File: src/rtl/rdy_pkg.sv
package rdy_pkg;
    typedef enum logic {
        ST_BOOT = 1'b0,
        ST_RUN  = 1'b1
    } sched_state_e;
endpackage

File: src/rtl/rdy_lsb_find.sv
module rdy_lsb_find #(
    parameter int W  = 8,
    parameter int IW = $clog2(W)
) (
    input  logic [W-1:0]  vec,
    output logic [IW-1:0] idx
);
    always_comb begin
        idx = '0;
        for (int i = W - 1; i >= 0; i--) begin
            if (vec[i]) idx = IW'(i);
        end
    end
endmodule

File: src/rtl/rdy_row_bank.sv
module rdy_row_bank #(
    parameter int ROW_BITS = 3,
    parameter int COL_BITS = 3,
    parameter int NROW     = 1 << ROW_BITS,
    parameter int NCOL     = 1 << COL_BITS,
    parameter int PRIO_W   = ROW_BITS + COL_BITS
) (
    input  logic                   clk,
    input  logic                   rst_n,
    input  logic                   set_en,
    input  logic [PRIO_W-1:0]      set_prio,
    input  logic                   clr_en,
    input  logic [PRIO_W-1:0]      clr_prio,
    output logic [NROW*NCOL-1:0]   bits_nxt,
    output logic [NROW*NCOL-1:0]   bits_q,
    output logic [NROW-1:0]        grp_nxt
);
    localparam int NENT = NROW * NCOL;
    localparam logic [PRIO_W-1:0] IDLE = PRIO_W'(NENT - 1);

    logic [NROW-1:0]     grp_q;
    logic [ROW_BITS-1:0] set_row, clr_row;
    logic [COL_BITS-1:0] set_col, clr_col;
    logic                clr_ok;

    assign set_row = set_prio[PRIO_W-1 -: ROW_BITS];
    assign set_col = set_prio[COL_BITS-1:0];
    assign clr_row = clr_prio[PRIO_W-1 -: ROW_BITS];
    assign clr_col = clr_prio[COL_BITS-1:0];
    assign clr_ok  = clr_en && (clr_prio != IDLE);

    for (genvar r = 0; r < NROW; r++) begin : g_row
        logic [NCOL-1:0] row_q, set_m, clr_m, row_n;
        assign row_q = bits_q[r*NCOL +: NCOL];
        assign set_m = (set_en && set_row == ROW_BITS'(r)) ? (NCOL'(1) << set_col) : '0;
        assign clr_m = (clr_ok && clr_row == ROW_BITS'(r)) ? (NCOL'(1) << clr_col) : '0;
        assign row_n = (row_q | set_m) & ~clr_m;
        assign bits_nxt[r*NCOL +: NCOL] = row_n;
        assign grp_nxt[r] = (grp_q[r] | (|set_m)) & ~((|clr_m) && (row_n == '0));
    end

    always_ff @(posedge clk or negedge rst_n) begin
        if (!rst_n) begin
            bits_q <= NENT'(1) << (NENT - 1);
            grp_q  <= NROW'(1) << (NROW - 1);
        end else begin
            bits_q <= bits_nxt;
            grp_q  <= grp_nxt;
        end
    end

    // each summary bit matches whether its row holds a ready entry
    for (genvar r = 0; r < NROW; r++) begin : g_chk
        a_r5_summary_matches_row: assert property (@(posedge clk) disable iff (!rst_n)
            grp_q[r] == (|bits_q[r*NCOL +: NCOL]));
    end

    a_r3_set_lands: assert property (@(posedge clk) disable iff (!rst_n)
        (set_en && !(clr_en && clr_prio == set_prio)) |=> bits_q[$past(set_prio)]);

    a_r4_clear_lands: assert property (@(posedge clk) disable iff (!rst_n)
        (clr_en && clr_prio != IDLE) |=> !bits_q[$past(clr_prio)]);

    a_r9_idle_kept: assert property (@(posedge clk) disable iff (!rst_n)
        bits_q[NENT-1] && grp_q[NROW-1]);
endmodule

File: src/rtl/rdy_sched.sv
module rdy_sched #(
    parameter int ROW_BITS = 3,
    parameter int COL_BITS = 3,
    parameter int PRIO_W   = ROW_BITS + COL_BITS
) (
    input  logic              clk,
    input  logic              rst_n,
    input  logic              set_en,
    input  logic [PRIO_W-1:0] set_prio,
    input  logic              clr_en,
    input  logic [PRIO_W-1:0] clr_prio,
    output logic [PRIO_W-1:0] top_prio,
    output logic              top_valid
);
    import rdy_pkg::*;

    localparam int NROW = 1 << ROW_BITS;
    localparam int NCOL = 1 << COL_BITS;
    localparam int NENT = NROW * NCOL;

    logic [NENT-1:0]     bits_nxt, bits_q;
    logic [NROW-1:0]     grp_nxt;
    logic [ROW_BITS-1:0] y_idx;
    logic [COL_BITS-1:0] x_idx;
    logic [NCOL-1:0]     sel_row;
    sched_state_e        state_q, state_d;

    rdy_row_bank #(.ROW_BITS(ROW_BITS), .COL_BITS(COL_BITS)) u_bank (
        .clk      (clk),
        .rst_n    (rst_n),
        .set_en   (set_en),
        .set_prio (set_prio),
        .clr_en   (clr_en),
        .clr_prio (clr_prio),
        .bits_nxt (bits_nxt),
        .bits_q   (bits_q),
        .grp_nxt  (grp_nxt)
    );

    rdy_lsb_find #(.W(NROW)) u_find_row (.vec(grp_nxt), .idx(y_idx));

    assign sel_row = bits_nxt[y_idx*NCOL +: NCOL];

    rdy_lsb_find #(.W(NCOL)) u_find_col (.vec(sel_row), .idx(x_idx));

    always_comb begin
        state_d = state_q;
        unique case (state_q)
            ST_BOOT: state_d = ST_RUN;
            ST_RUN:  state_d = ST_RUN;
        endcase
    end

    always_ff @(posedge clk or negedge rst_n) begin
        if (!rst_n) state_q <= ST_BOOT;
        else        state_q <= state_d;
    end

    always_ff @(posedge clk or negedge rst_n) begin
        if (!rst_n) begin
            top_prio  <= '0;
            top_valid <= 1'b0;
        end else begin
            unique case (state_q)
                ST_BOOT: begin
                    top_valid <= 1'b1;
                    top_prio  <= {y_idx, x_idx};
                end
                ST_RUN: begin
                    top_valid <= 1'b1;
                    top_prio  <= {y_idx, x_idx};
                end
            endcase
        end
    end

    a_r10_valid_holds: assert property (@(posedge clk) disable iff (!rst_n)
        top_valid |=> top_valid);

    a_r6_top_is_lowest: assert property (@(posedge clk) disable iff (!rst_n)
        top_valid |-> (bits_q[top_prio] &&
                       ((bits_q & ((NENT'(1) << top_prio) - NENT'(1))) == '0)));

    a_r1_run_after_boot: assert property (@(posedge clk) disable iff (!rst_n)
        (state_q == ST_RUN) |-> top_valid);
endmodule

File: config.mk
export PLATFORM = sky130hd
export DESIGN_NAME = rdy_sched
export DESIGN_NICKNAME = d
export VERILOG_FILES = /design/src/rtl/rdy_pkg.sv /design/src/rtl/rdy_lsb_find.sv /design/src/rtl/rdy_row_bank.sv /design/src/rtl/rdy_sched.sv
export SDC_FILE = /design/constraint.sdc
export NUM_CORES = 1
export LEC_CHECK = 0
export BUFFER_PORTS_ARGS = -buffer_cell sky130_fd_sc_hd__buf_2
export CORE_ASPECT_RATIO = 0.6
export CORE_UTILIZATION = 35
export DETAILED_ROUTE_END_ITERATION = 8
export PLACE_DENSITY = 0.58
export SKIP_LAST_GASP = 1
export SLEW_MARGIN = 20
export SYNTH_ARGS = -nofsm -noshare
export SYNTH_HDL_FRONTEND = slang
export SYNTH_SLANG_ARGS = --single-unit
File: constraint.sdc
create_clock -name clk -period 3.1 [get_ports clk]
set_input_delay 0.155 -clock clk [delete_from_list [all_inputs] [get_ports clk]]
set_output_delay 0.155 -clock clk [all_outputs]
set_load 0.02 [all_outputs]
==> flow_metrics.py <==
metrics = {
    "clock_network": {
        "ctsRootBufferMaster": "clkbuf_16",
        "cts_tree": "yes",
        "numCtsBuffers": 9,
        "cts.reportedPaths.clkPinSlew_ns": 0.06,
        "clkLatencyLatePin_ns": 0.34,
        "cts_sinks": 79,
        "clock_path_buffers": 2,
        "ctsHtreeMaxLevel": 3,
    },
    "die": {
        "coreArea_um2": 12300,
        "start_util": 0.368,
        "ios": 23,
        "rows": 31,
        "die_h_um": 90.2,
        "die_width_um": 149,
        "dieArea_um2": 13400,
    },
    "layout": {
        "regArea_um2": 1980,
        "syn_to_final_growth_pct": 49.5,
        "layout_commonest_cell": "buf_4",
        "fin_nets": 678,
        "drive_above_1_share": 0.478,
        "final_cell_mix": "167 x buf_4, 79 x a21oi_1, 77 x dfrtp_1",
        "fin_util": 0.550,
        "fillers": 1088,
        "multiInputGateArea_um2": 2650,
        "stdcell_count": 832,
        "n_antenna_cell": 0,
    },
    "placed_design": {
        "post-place-cells": 804,
        "dp_hpwl_um": 14100,
        "numPortBuffers": 22,
        "gp_congestion": 1.02,
    },
    "outcome": {
        "violations": "setup timing",
        "status": "finished with violations",
    },
    "detailed_routing": {
        "wl_met1_um": 8120,
        "avgViaCountPerCell": 5.81,
        "wl_per_cell_um": 21.7,
        "route.met2.wl_um": 7120,
        "num_vias": 4836,
        "drt_iter0_drc": 559,
        "dr.pass1.iters": 5,
        "wirelength_um": 18100,
        "ant_nets": 0,
        "drc": 0,
        "routed.top_layer": "met4",
        "met3_length_um": 2530,
    },
    "synthesis": {
        "yosysTopAreaCellShare": 0.425,
        "ys_seq_elements": 79,
        "synthCells": 476,
        "ys_types": 72,
        "synth.net_count": 492,
        "synth_top_area_cell": "dfrtp_1",
        "synth-edff-count": 0,
        "ys_async_sr_fraction": 1.00,
        "synth_area_leaders": "dfrtp_1 42%, a21oi_1 9.9%, mux2i_1 6.6%, nor2_1 5.8%, o22ai_1 2.1%",
        "synth_ff_type": "dfrtp_1",
        "syn_area_per_cell_um2": 9.53,
        "synth_warnings": 0,
        "ys_seq_area_frac": 0.437,
        "syn_area_um2": 4530,
    },
    "sta": {
        "worstMarginPinSlew_ns": 0.743,
        "setup_viol_count_final": 3,
        "fin_ws_ns": -0.0747,
        "fin_crit_sh": 1.02,
        "clock.fmax_mhz": 315,
        "slew_viol_final": 0,
        "rsz0062_at_grt": "yes",
        "slew_headroom": 0.505,
        "hold_viol": 0,
        "finalClockSkew_ns": 0.00807,
        "period_needed_ns": 3.17,
    },
    "power": {
        "peakVddDrop_mv": 0.300,
        "power.leakage_nw": 3.20,
        "power.density_nw_per_um2": 609,
    },
    "global_routing": {
        "groute.usage.overall": 0.280,
        "grt_max_degree": 80,
        "overflow": 0,
        "grt_pass1_wl_um": 27400,
        "first_global_vias": 4736,
        "antenna_found_initial": 0,
    },
    "worst_setup_path": {
        "worstSetupEndpoint": "top_prio[1]",
        "cpMaxStageDelayCell": "or4_4",
        "path_cells": "a21oi_4 > a2bb2o_4 > or4_4 > a22oi_2 > buf_4 > o2111ai_4 > buf_6 > mux2i_1 > a22o_1 > a211o_1 > nor2b_4 > nand2b_4 > a21oi_2",
        "endpoint_kind": "flip-flop",
        "cp.arrival_ns": 3.45,
        "startpoint_type": "flip-flop",
        "r2r_end": "top_prio[1]",
        "timing.rr.start": "u_bank.bits_q[29]",
        "crit_start": "u_bank.bits_q[29]",
        "required_ns": 3.37,
        "setup.worst_path.class": "reg2reg",
        "slowest_delay_ns": 0.53,
        "r2r_slack_ns": -0.07,
        "r2r_cells": 13,
        "crit_fanout": 9,
    },
    "min_path": {
        "hold_class": "in2reg",
    },
    "flow_run": {
        "cap_violations": 0,
    },
}
## final cells by class
cell class	instances	share of cell area
repair buffers	207	0.240
clock buffers	10	0.0352
multi-input cells	357	0.391
clock inverters	6	0.00664
inverters	8	0.00461
flip-flops and latches	79	0.292
well taps	165	0.0304
## critical path, delay by kind of cell, from the launching register on
kind,cells,cell delay (ns)
compound gates,7,1.37
flops,1,0.40
simple gates,3,0.80
mux,1,0.16
buf+inv,2,0.37
## metal layers
metal  vias to the layer above  GRT usage
met5                         -          0
met2                       281      0.367
met1                      2396      0.401
met4                         0     0.0765
li1                       2131          -
met3                        28      0.135
## synth_stat cells (all sizes together), types with 3 or more instances
cell / n
a21oi: 96
a22oi: 6
and2: 12
and3: 3
and3b: 7
and4b: 6
buf: 22
clkbuf: 10
dfrtp: 77
inv: 7
mux2: 5
mux2i: 30
nand2: 15
nand3b: 3
nor2: 71
nor3: 8
nor3b: 8
nor4: 7
nor4b: 3
nor4bb: 4
o21ai: 6
o221ai: 5
o22a: 4
o22ai: 15
## cells by family after synthesis
family          synth area share
buf+inv                   0.0469
compound gates             0.218
mux                       0.0786
simple gates               0.219
flops                      0.437
other cells             0.000827
## how the worst min path moves through the flow
stage,startpoint,end,depth (start not counted)
floorplan,rst_n,top_prio[0],0
global placement,rst_n,u_bank.bits_q[39],1
detailed placement,rst_n,u_bank.bits_q[39],1
CTS,rst_n,u_bank.bits_q[39],1
global route,set_prio[2],u_bank.bits_q[58],4
finish,set_prio[2],u_bank.bits_q[58],4
## state kept, by name, indices dropped and copies added, names as in the netlist
register,count
u_bank.bits_q,64
top_prio,6
top_valid,1
u_bank.grp_q,8
## repair_timing
item | 4_1_cts | 5_1_grt
hold buffers | 0 | 1
setup endpoints to repair | 3 | 3
resized for setup | 48 | 42
setup buffers | 6 | 6
pin swaps | 14 | 17
hold endpoints to repair | 0 | 77
## through the flow
step	total power [mW]	hold slack, ns	cell area (um^2)	setup slack (ns)	TNS [ns]
after floorplan	2.15	-0.141	4570	-0.212	-0.512
after global placement	2.87	0.383	6050	-0.510	-1.49
after detailed placement	2.89	0.396	6050	-0.616	-1.78
after CTS	3.99	0.0390	6540	-0.0134	-0.0265
after global routing	4.33	0.400	6780	-0.181	-0.500
final	4.13	0.356	6780	-0.0747	-0.209
## power by group
| part | internal, mW | switching, mW | total [mW] |
|---|---|---|---|
| clock | 0.567 | 0.451 | 1.02 |
| combinational | 0.833 | 0.949 | 1.78 |
| sequential | 1.25 | 0.0735 | 1.33 |
No activity file was read; power rests on OpenSTA's default activity.
